$ cat src/rtl/vseq_pkg.sv
`timescale 1ns/1ps
package vseq_pkg;

    parameter int unsigned XLEN = 64;

    typedef enum logic [1:0] {
        SZ_B = 2'd0,
        SZ_H = 2'd1,
        SZ_W = 2'd2,
        SZ_D = 2'd3
    } esize_e;

    typedef enum logic [1:0] {
        ST_IDLE   = 2'd0,
        ST_ISSUE  = 2'd1,
        ST_WAIT   = 2'd2,
        ST_FINISH = 2'd3
    } seq_state_e;

    // bytes covered by one element of the given size
    function automatic logic [XLEN-1:0] size_bytes(esize_e sz);
        return XLEN'(1) << sz;
    endfunction

    // widen returned load bits to a full element
    function automatic logic [XLEN-1:0] load_extend(esize_e sz, logic zext,
                                                    logic [XLEN-1:0] d);
        logic [XLEN-1:0] r;
        case (sz)
            SZ_B:    r = {{(XLEN-8){d[7] & ~zext}}, d[7:0]};
            SZ_H:    r = {{(XLEN-16){d[15] & ~zext}}, d[15:0]};
            SZ_W:    r = {{(XLEN-32){d[31] & ~zext}}, d[31:0]};
            default: r = d;
        endcase
        return r;
    endfunction

    // keep only the bytes a store of this size transfers
    function automatic logic [XLEN-1:0] store_trim(esize_e sz, logic [XLEN-1:0] d);
        logic [XLEN-1:0] r;
        case (sz)
            SZ_B:    r = {{(XLEN-8){1'b0}}, d[7:0]};
            SZ_H:    r = {{(XLEN-16){1'b0}}, d[15:0]};
            SZ_W:    r = {{(XLEN-32){1'b0}}, d[31:0]};
            default: r = d;
        endcase
        return r;
    endfunction

endpackage

$ cat src/rtl/vseq_addr_gen.sv
`timescale 1ns/1ps
module vseq_addr_gen
    import vseq_pkg::*;
(
    input  logic            clk,
    input  logic            rst,
    input  logic            load,
    input  logic [XLEN-1:0] base,
    input  logic [XLEN-1:0] step,
    input  logic            advance,
    output logic [XLEN-1:0] addr
);
    logic [XLEN-1:0] addr_q;
    logic [XLEN-1:0] step_q;

    always_ff @(posedge clk) begin
        if (rst) begin
            addr_q <= '0;
            step_q <= '0;
        end else if (load) begin
            addr_q <= base;
            step_q <= step;
        end else if (advance) begin
            addr_q <= addr_q + step_q;
        end
    end

    assign addr = addr_q;
endmodule

$ cat src/rtl/vseq_data_fmt.sv
`timescale 1ns/1ps
module vseq_data_fmt
    import vseq_pkg::*;
(
    input  esize_e          size,
    input  logic            zext,
    input  logic [XLEN-1:0] resp_data,
    input  logic [XLEN-1:0] slot_data,
    output logic [XLEN-1:0] load_data,
    output logic [XLEN-1:0] store_data
);
    assign load_data  = load_extend(size, zext, resp_data);
    assign store_data = store_trim(size, slot_data);
endmodule

$ cat src/rtl/vseq_ctrl.sv
`timescale 1ns/1ps
module vseq_ctrl
    import vseq_pkg::*;
#(
    parameter  int unsigned NUM_ELEM = 32,
    localparam int unsigned IDX_W    = $clog2(NUM_ELEM),
    localparam int unsigned VL_W     = $clog2(NUM_ELEM + 1)
) (
    input  logic             clk,
    input  logic             rst,
    input  logic             cmd_valid,
    input  logic             cmd_store,
    input  logic [1:0]       cmd_size,
    input  logic [VL_W-1:0]  cmd_vlen,
    input  logic             wide_int_en,
    input  logic             req_ready,
    input  logic             resp_valid,
    output logic             accept,
    output logic             busy,
    output logic             done,
    output logic             illegal,
    output logic             req_valid,
    output logic             resp_take,
    output logic             advance,
    output logic             store_mode,
    output logic [IDX_W-1:0] idx
);
    seq_state_e       state_q, state_d;
    logic [IDX_W-1:0] idx_q, last_q;
    logic             store_q, illegal_q;
    logic             legal, is_last, idle;
    logic [VL_W-1:0]  vlen_eff;

    assign idle     = (state_q == ST_IDLE);
    assign legal    = !((esize_e'(cmd_size) == SZ_D) && !wide_int_en);
    assign vlen_eff = (cmd_vlen > VL_W'(NUM_ELEM)) ? VL_W'(NUM_ELEM) : cmd_vlen;
    assign accept   = cmd_valid && idle && legal;
    assign is_last  = (idx_q == last_q);

    always_comb begin
        state_d   = state_q;
        req_valid = 1'b0;
        resp_take = 1'b0;
        advance   = 1'b0;
        case (state_q)
            ST_IDLE: begin
                if (accept)
                    state_d = (vlen_eff == '0) ? ST_FINISH : ST_ISSUE;
            end
            ST_ISSUE: begin
                req_valid = 1'b1;
                if (req_ready) begin
                    if (store_q) begin
                        advance = 1'b1;
                        state_d = is_last ? ST_FINISH : ST_ISSUE;
                    end else begin
                        state_d = ST_WAIT;
                    end
                end
            end
            ST_WAIT: begin
                if (resp_valid) begin
                    resp_take = 1'b1;
                    advance   = 1'b1;
                    state_d   = is_last ? ST_FINISH : ST_ISSUE;
                end
            end
            default: state_d = ST_IDLE;
        endcase
    end

    always_ff @(posedge clk) begin
        if (rst) begin
            state_q   <= ST_IDLE;
            idx_q     <= '0;
            last_q    <= '0;
            store_q   <= 1'b0;
            illegal_q <= 1'b0;
        end else begin
            state_q   <= state_d;
            illegal_q <= cmd_valid && idle && !legal;
            if (accept) begin
                idx_q   <= '0;
                last_q  <= IDX_W'(vlen_eff - VL_W'(1));
                store_q <= cmd_store;
            end else if (advance && !is_last) begin
                idx_q <= idx_q + IDX_W'(1);
            end
        end
    end

    assign busy       = !idle;
    assign done       = (state_q == ST_FINISH);
    assign illegal    = illegal_q;
    assign store_mode = store_q;
    assign idx        = idx_q;
endmodule

$ cat src/rtl/vseq_mem_sequencer.sv
`timescale 1ns/1ps
module vseq_mem_sequencer
    import vseq_pkg::*;
#(
    parameter  int unsigned NUM_ELEM = 32,
    parameter  int unsigned NUM_REGS = 32,
    localparam int unsigned IDX_W    = $clog2(NUM_ELEM),
    localparam int unsigned VL_W     = $clog2(NUM_ELEM + 1),
    localparam int unsigned REG_W    = $clog2(NUM_REGS)
) (
    input  logic             clk,
    input  logic             rst,
    input  logic             cmd_valid,
    input  logic             cmd_store,
    input  logic             cmd_strided,
    input  logic [1:0]       cmd_size,
    input  logic             cmd_zext,
    input  logic [XLEN-1:0]  cmd_base,
    input  logic [XLEN-1:0]  cmd_stride,
    input  logic [VL_W-1:0]  cmd_vlen,
    input  logic [REG_W-1:0] cmd_reg,
    input  logic             wide_int_en,
    output logic             busy,
    output logic             done,
    output logic             illegal,
    output logic             mem_req_valid,
    input  logic             mem_req_ready,
    output logic             mem_req_write,
    output logic [1:0]       mem_req_size,
    output logic [XLEN-1:0]  mem_req_addr,
    output logic [XLEN-1:0]  mem_req_wdata,
    input  logic             mem_resp_valid,
    input  logic [XLEN-1:0]  mem_resp_data,
    output logic [REG_W-1:0] vreg_rd_reg,
    output logic [IDX_W-1:0] vreg_rd_elem,
    input  logic [XLEN-1:0]  vreg_rd_data,
    output logic             vreg_wr_en,
    output logic [REG_W-1:0] vreg_wr_reg,
    output logic [IDX_W-1:0] vreg_wr_elem,
    output logic [XLEN-1:0]  vreg_wr_data
);
    logic             accept, advance, resp_take, store_mode;
    logic [IDX_W-1:0] idx;
    logic [XLEN-1:0]  step_in;
    esize_e           size_q;
    logic             zext_q;
    logic [REG_W-1:0] reg_q;

    assign step_in = cmd_strided ? cmd_stride : size_bytes(esize_e'(cmd_size));

    always_ff @(posedge clk) begin
        if (rst) begin
            size_q <= SZ_B;
            zext_q <= 1'b0;
            reg_q  <= '0;
        end else if (accept) begin
            size_q <= esize_e'(cmd_size);
            zext_q <= cmd_zext;
            reg_q  <= cmd_reg;
        end
    end

    vseq_ctrl #(.NUM_ELEM(NUM_ELEM)) ctrl_i (
        .clk         (clk),
        .rst         (rst),
        .cmd_valid   (cmd_valid),
        .cmd_store   (cmd_store),
        .cmd_size    (cmd_size),
        .cmd_vlen    (cmd_vlen),
        .wide_int_en (wide_int_en),
        .req_ready   (mem_req_ready),
        .resp_valid  (mem_resp_valid),
        .accept      (accept),
        .busy        (busy),
        .done        (done),
        .illegal     (illegal),
        .req_valid   (mem_req_valid),
        .resp_take   (resp_take),
        .advance     (advance),
        .store_mode  (store_mode),
        .idx         (idx)
    );

    vseq_addr_gen addr_i (
        .clk     (clk),
        .rst     (rst),
        .load    (accept),
        .base    (cmd_base),
        .step    (step_in),
        .advance (advance),
        .addr    (mem_req_addr)
    );

    vseq_data_fmt fmt_i (
        .size       (size_q),
        .zext       (zext_q),
        .resp_data  (mem_resp_data),
        .slot_data  (vreg_rd_data),
        .load_data  (vreg_wr_data),
        .store_data (mem_req_wdata)
    );

    assign mem_req_write = store_mode;
    assign mem_req_size  = size_q;
    assign vreg_rd_reg   = reg_q;
    assign vreg_rd_elem  = idx;
    assign vreg_wr_en    = resp_take;
    assign vreg_wr_reg   = reg_q;
    assign vreg_wr_elem  = idx;
endmodule

$ cat config.mk
export PLATFORM = sky130hd
export DESIGN_NAME = vseq_mem_sequencer
export DESIGN_NICKNAME = d
export VERILOG_FILES = /design/src/rtl/vseq_pkg.sv /design/src/rtl/vseq_addr_gen.sv /design/src/rtl/vseq_data_fmt.sv /design/src/rtl/vseq_ctrl.sv /design/src/rtl/vseq_mem_sequencer.sv
export SDC_FILE = /design/constraint.sdc
export NUM_CORES = 1
export LEC_CHECK = 0
export BUFFER_PORTS_ARGS = -buffer_cell sky130_fd_sc_hd__buf_2
export CAP_MARGIN = 20
export CORE_MARGIN = 5
export CORE_UTILIZATION = 30
export CTS_CLUSTER_DIAMETER = 100
export DETAILED_ROUTE_END_ITERATION = 6
export PLACE_DENSITY = 0.57
export REMOVE_ABC_BUFFERS = 1
export SLEW_MARGIN = 20
export SYNTH_ARGS = -nofsm -noshare
export SYNTH_HDL_FRONTEND = slang
export SYNTH_HIERARCHICAL = 1
export SYNTH_SLANG_ARGS = --single-unit
$ cat constraint.sdc
create_clock -name clk -period 8.27 [get_ports clk]
set_input_delay 1.654 -clock clk [delete_from_list [all_inputs] [get_ports clk]]
set_output_delay 1.654 -clock clk [all_outputs]
set_load 0.1 [all_outputs]
==> out/qor.csv <==
metric;value;unit
outcome;complete, no violations;
critPathMostFrequentCell;buf_2;
cts_buffers;17;
cts_resized;0;
grtUsageTotal;0.2059;
power_switching;2419;uW
numPortBuffers;467;
antenna_found_initial;14;
path_buf_inv;3;
drtIter0Drc;647;
cap_violations;0;
syn_inst;1505;
setup_ws;3366;ps
fin_hold_ws;462.6;ps
post_cts_buffers;0;
drc_errors;0;
worst_pin_slew;895.6;ps
pre_cts_slack;3388;ps
layout.nets;2222;
grt_pass1_wl;71460;um
grt_max_degree;103;
clock_path_buffers;2;
final_cell_mix;466 x buf_2, 169 x nor2_1, 148 x dfxtp_1;
p_leak;0.007155;uW
synth_edf_count;0;
synthArstFlopShare;0;
p_comb_frac;0.572;
crit_path_max_fanout;30;
ys_seq_area_frac;0.2574;
fill_cells;4181;
drive_gt1_frac;0.2984;
critPathTopFamily;buffers and inverters;
std_cell_rows;72;
power.internal;1960;uW
final_area;14790;sq um
cts.sinks;150;
drv_slew;0;
dr.pass1.iters;5;
fin_util;0.3835;
min_period;4904;ps
finalClockSkew;12.26;ps
start_util;0.3025;
cts_hold_buf;0;
wire_per_inst;19.55;um
cp_cell_sequence;buf_2 -> mux2i_4 -> buf_4 -> o21ai_0 -> buf_2;
yosysTopAreaCell;dfxtp_1;
design.die.area;42930;sq um
ys.flop_type;dfxtp_1;
crit_arrival;3250;ps
final_antenna_net_count;0;
synthTopCellsByArea;dfxtp_1 26%, mux2i_1 8.4%, ha_1 7.4%;
power.share.switching;0.5524;
p_per_area;296.1;nW/um^2
place_area;14090;sq um
die_w;207.2;um
coreArea;38560;sq um
clk_pin_slew;70;ps
yosysWarnings;6;
hp-class;flip-flop to flip-flop;
routed_wl;47130;um
dr_total_vias;12280;
crit_type;input pin to primary output;
syn_avg_cell_area;7.751;sq um
clkPwrFrac;0.212;
h-tree-depth;4;
synth_area;11660;sq um
mostFrequentLayoutCell;buf_2;
gr-total-overflow;0;
cp-end-kind;primary output;
crit_required;6620;ps
slowest_stage;mux2i_4;
clockRootBuffer;clkbuf_16;
yosys_register_bits;150;
rsz0062_at_grt;no;
grt_pass1_vias;12044;
cts_tree;done;
worst_path_largest_cell_delay;590;ps
synth.distinct_cells;77;
p_seq_frac;0.216;
viasPerCell;5.093;
insertion_delay;430;ps
place_congestion;0.9481;
hold_viol;0;
max-slew-margin-rel;0.4030;
synth.top_cell.area_share;0.2574;
dpl.hpwl;37970;um
fmax;203.9;MHz
tns;0;ps
ios;498;
post-route-period-util;0.5930;
max-vdd-ir-drop;0.1874;mV
crit_path_start_kind;input pin;
die_h;207.2;um
area_growth;26.77;%
finalSetupViolCount;0;
[cells in the mapped netlist, types with 20 or more instances]
cell and number:
nor2_1 169, dfxtp_1 150, a21oi_1 133, nand2_1 110, mux2i_1 98, and2_1 73
ha_1 69, clkbuf_1 64, o21ai_0 61, nand3_1 49, xnor2_1 41, and3_1 40
inv_1 40, a21o_1 37, o211ai_1 35, buf_4 27, xor2_1 24, a221oi_1 20
nor3_1 20, o21bai_1 20
[final cells by class]
type / instances / area (sq um) / share of cell area
timing repair buffer: 479 / 2430 / 0.1643
clock buffer: 18 / 439.2 / 0.02970
clock inverter: 14 / 246.5 / 0.01667
tap: 518 / 648.1 / 0.04383
multi-input combinational: 1186 / 7851 / 0.5309
sequential: 150 / 3008 / 0.2034
inverter: 40 / 150.1 / 0.01015
antenna: 6 / 15.01 / 0.001015
[final timing paths]
check              startpoint                to  slack, ps  cells after the start
max reg2reg    addr_i/addr[1]   addr_i/addr[61]       4130                     13
min          ctrl_i/last_q[3]  ctrl_i/last_q[3]        460                      2
min reg2reg  ctrl_i/last_q[3]  ctrl_i/last_q[3]        460                      2
max          mem_resp_data[7]  vreg_wr_data[17]       3370                      5
[through the flow]
stage	cells	total power [uW]
finish	2411	4379
global route	2410	4571
CTS	2405	4407
detailed placement	2373	3467
global placement	2373	3447
floorplan	1376	3032
[worst register-to-register path, cell delays in order, from the launching register on]
cell,delay [ps]
dfxtp_1,360
ha_1,290
a21oi_1,100
nand4b_1,230
a2111oi_2,500
o21bai_1,210
a2111oi_2,550
o21ai_2,160
a31oi_2,260
o2111ai_1,280
a211oi_2,480
a211oi_1,220
xor2_1,190
a211oi_2,220
[cell families after synthesis]
kind of cell	after synthesis	synth area share
DFF	150	0.2574
AOI/OAI and AO/OA	389	0.2192
buffers and inverters	169	0.07101
adders and majority gates	70	0.07573
muxes	99	0.08506
xor gates and xnor gates	66	0.05020
and+or+nand+nor	562	0.2413
[metal layers]
metal / vias to the layer above / wire, um / GRT usage
met1: 5767 / 20820 / 0.2571
li1: 6057 / - / -
met2: 394 / 23000 / 0.3600
met4: 2 / 987 / 0.05700
met5: - / 13 / 0
met3: 60 / 2316 / 0.04312
[power groups by stage]
stage | clock network (uW) | logic, uW | registers [uW]
after floorplan | 0 | 1580 | 1460
after detailed placement | 0 | 2500 | 965
after CTS | 949 | 2510 | 948
after global placement | 0 | 2490 | 961
after global routing | 973 | 2630 | 963
final | 928 | 2500 | 948
(Power assumes the default switching activity.)
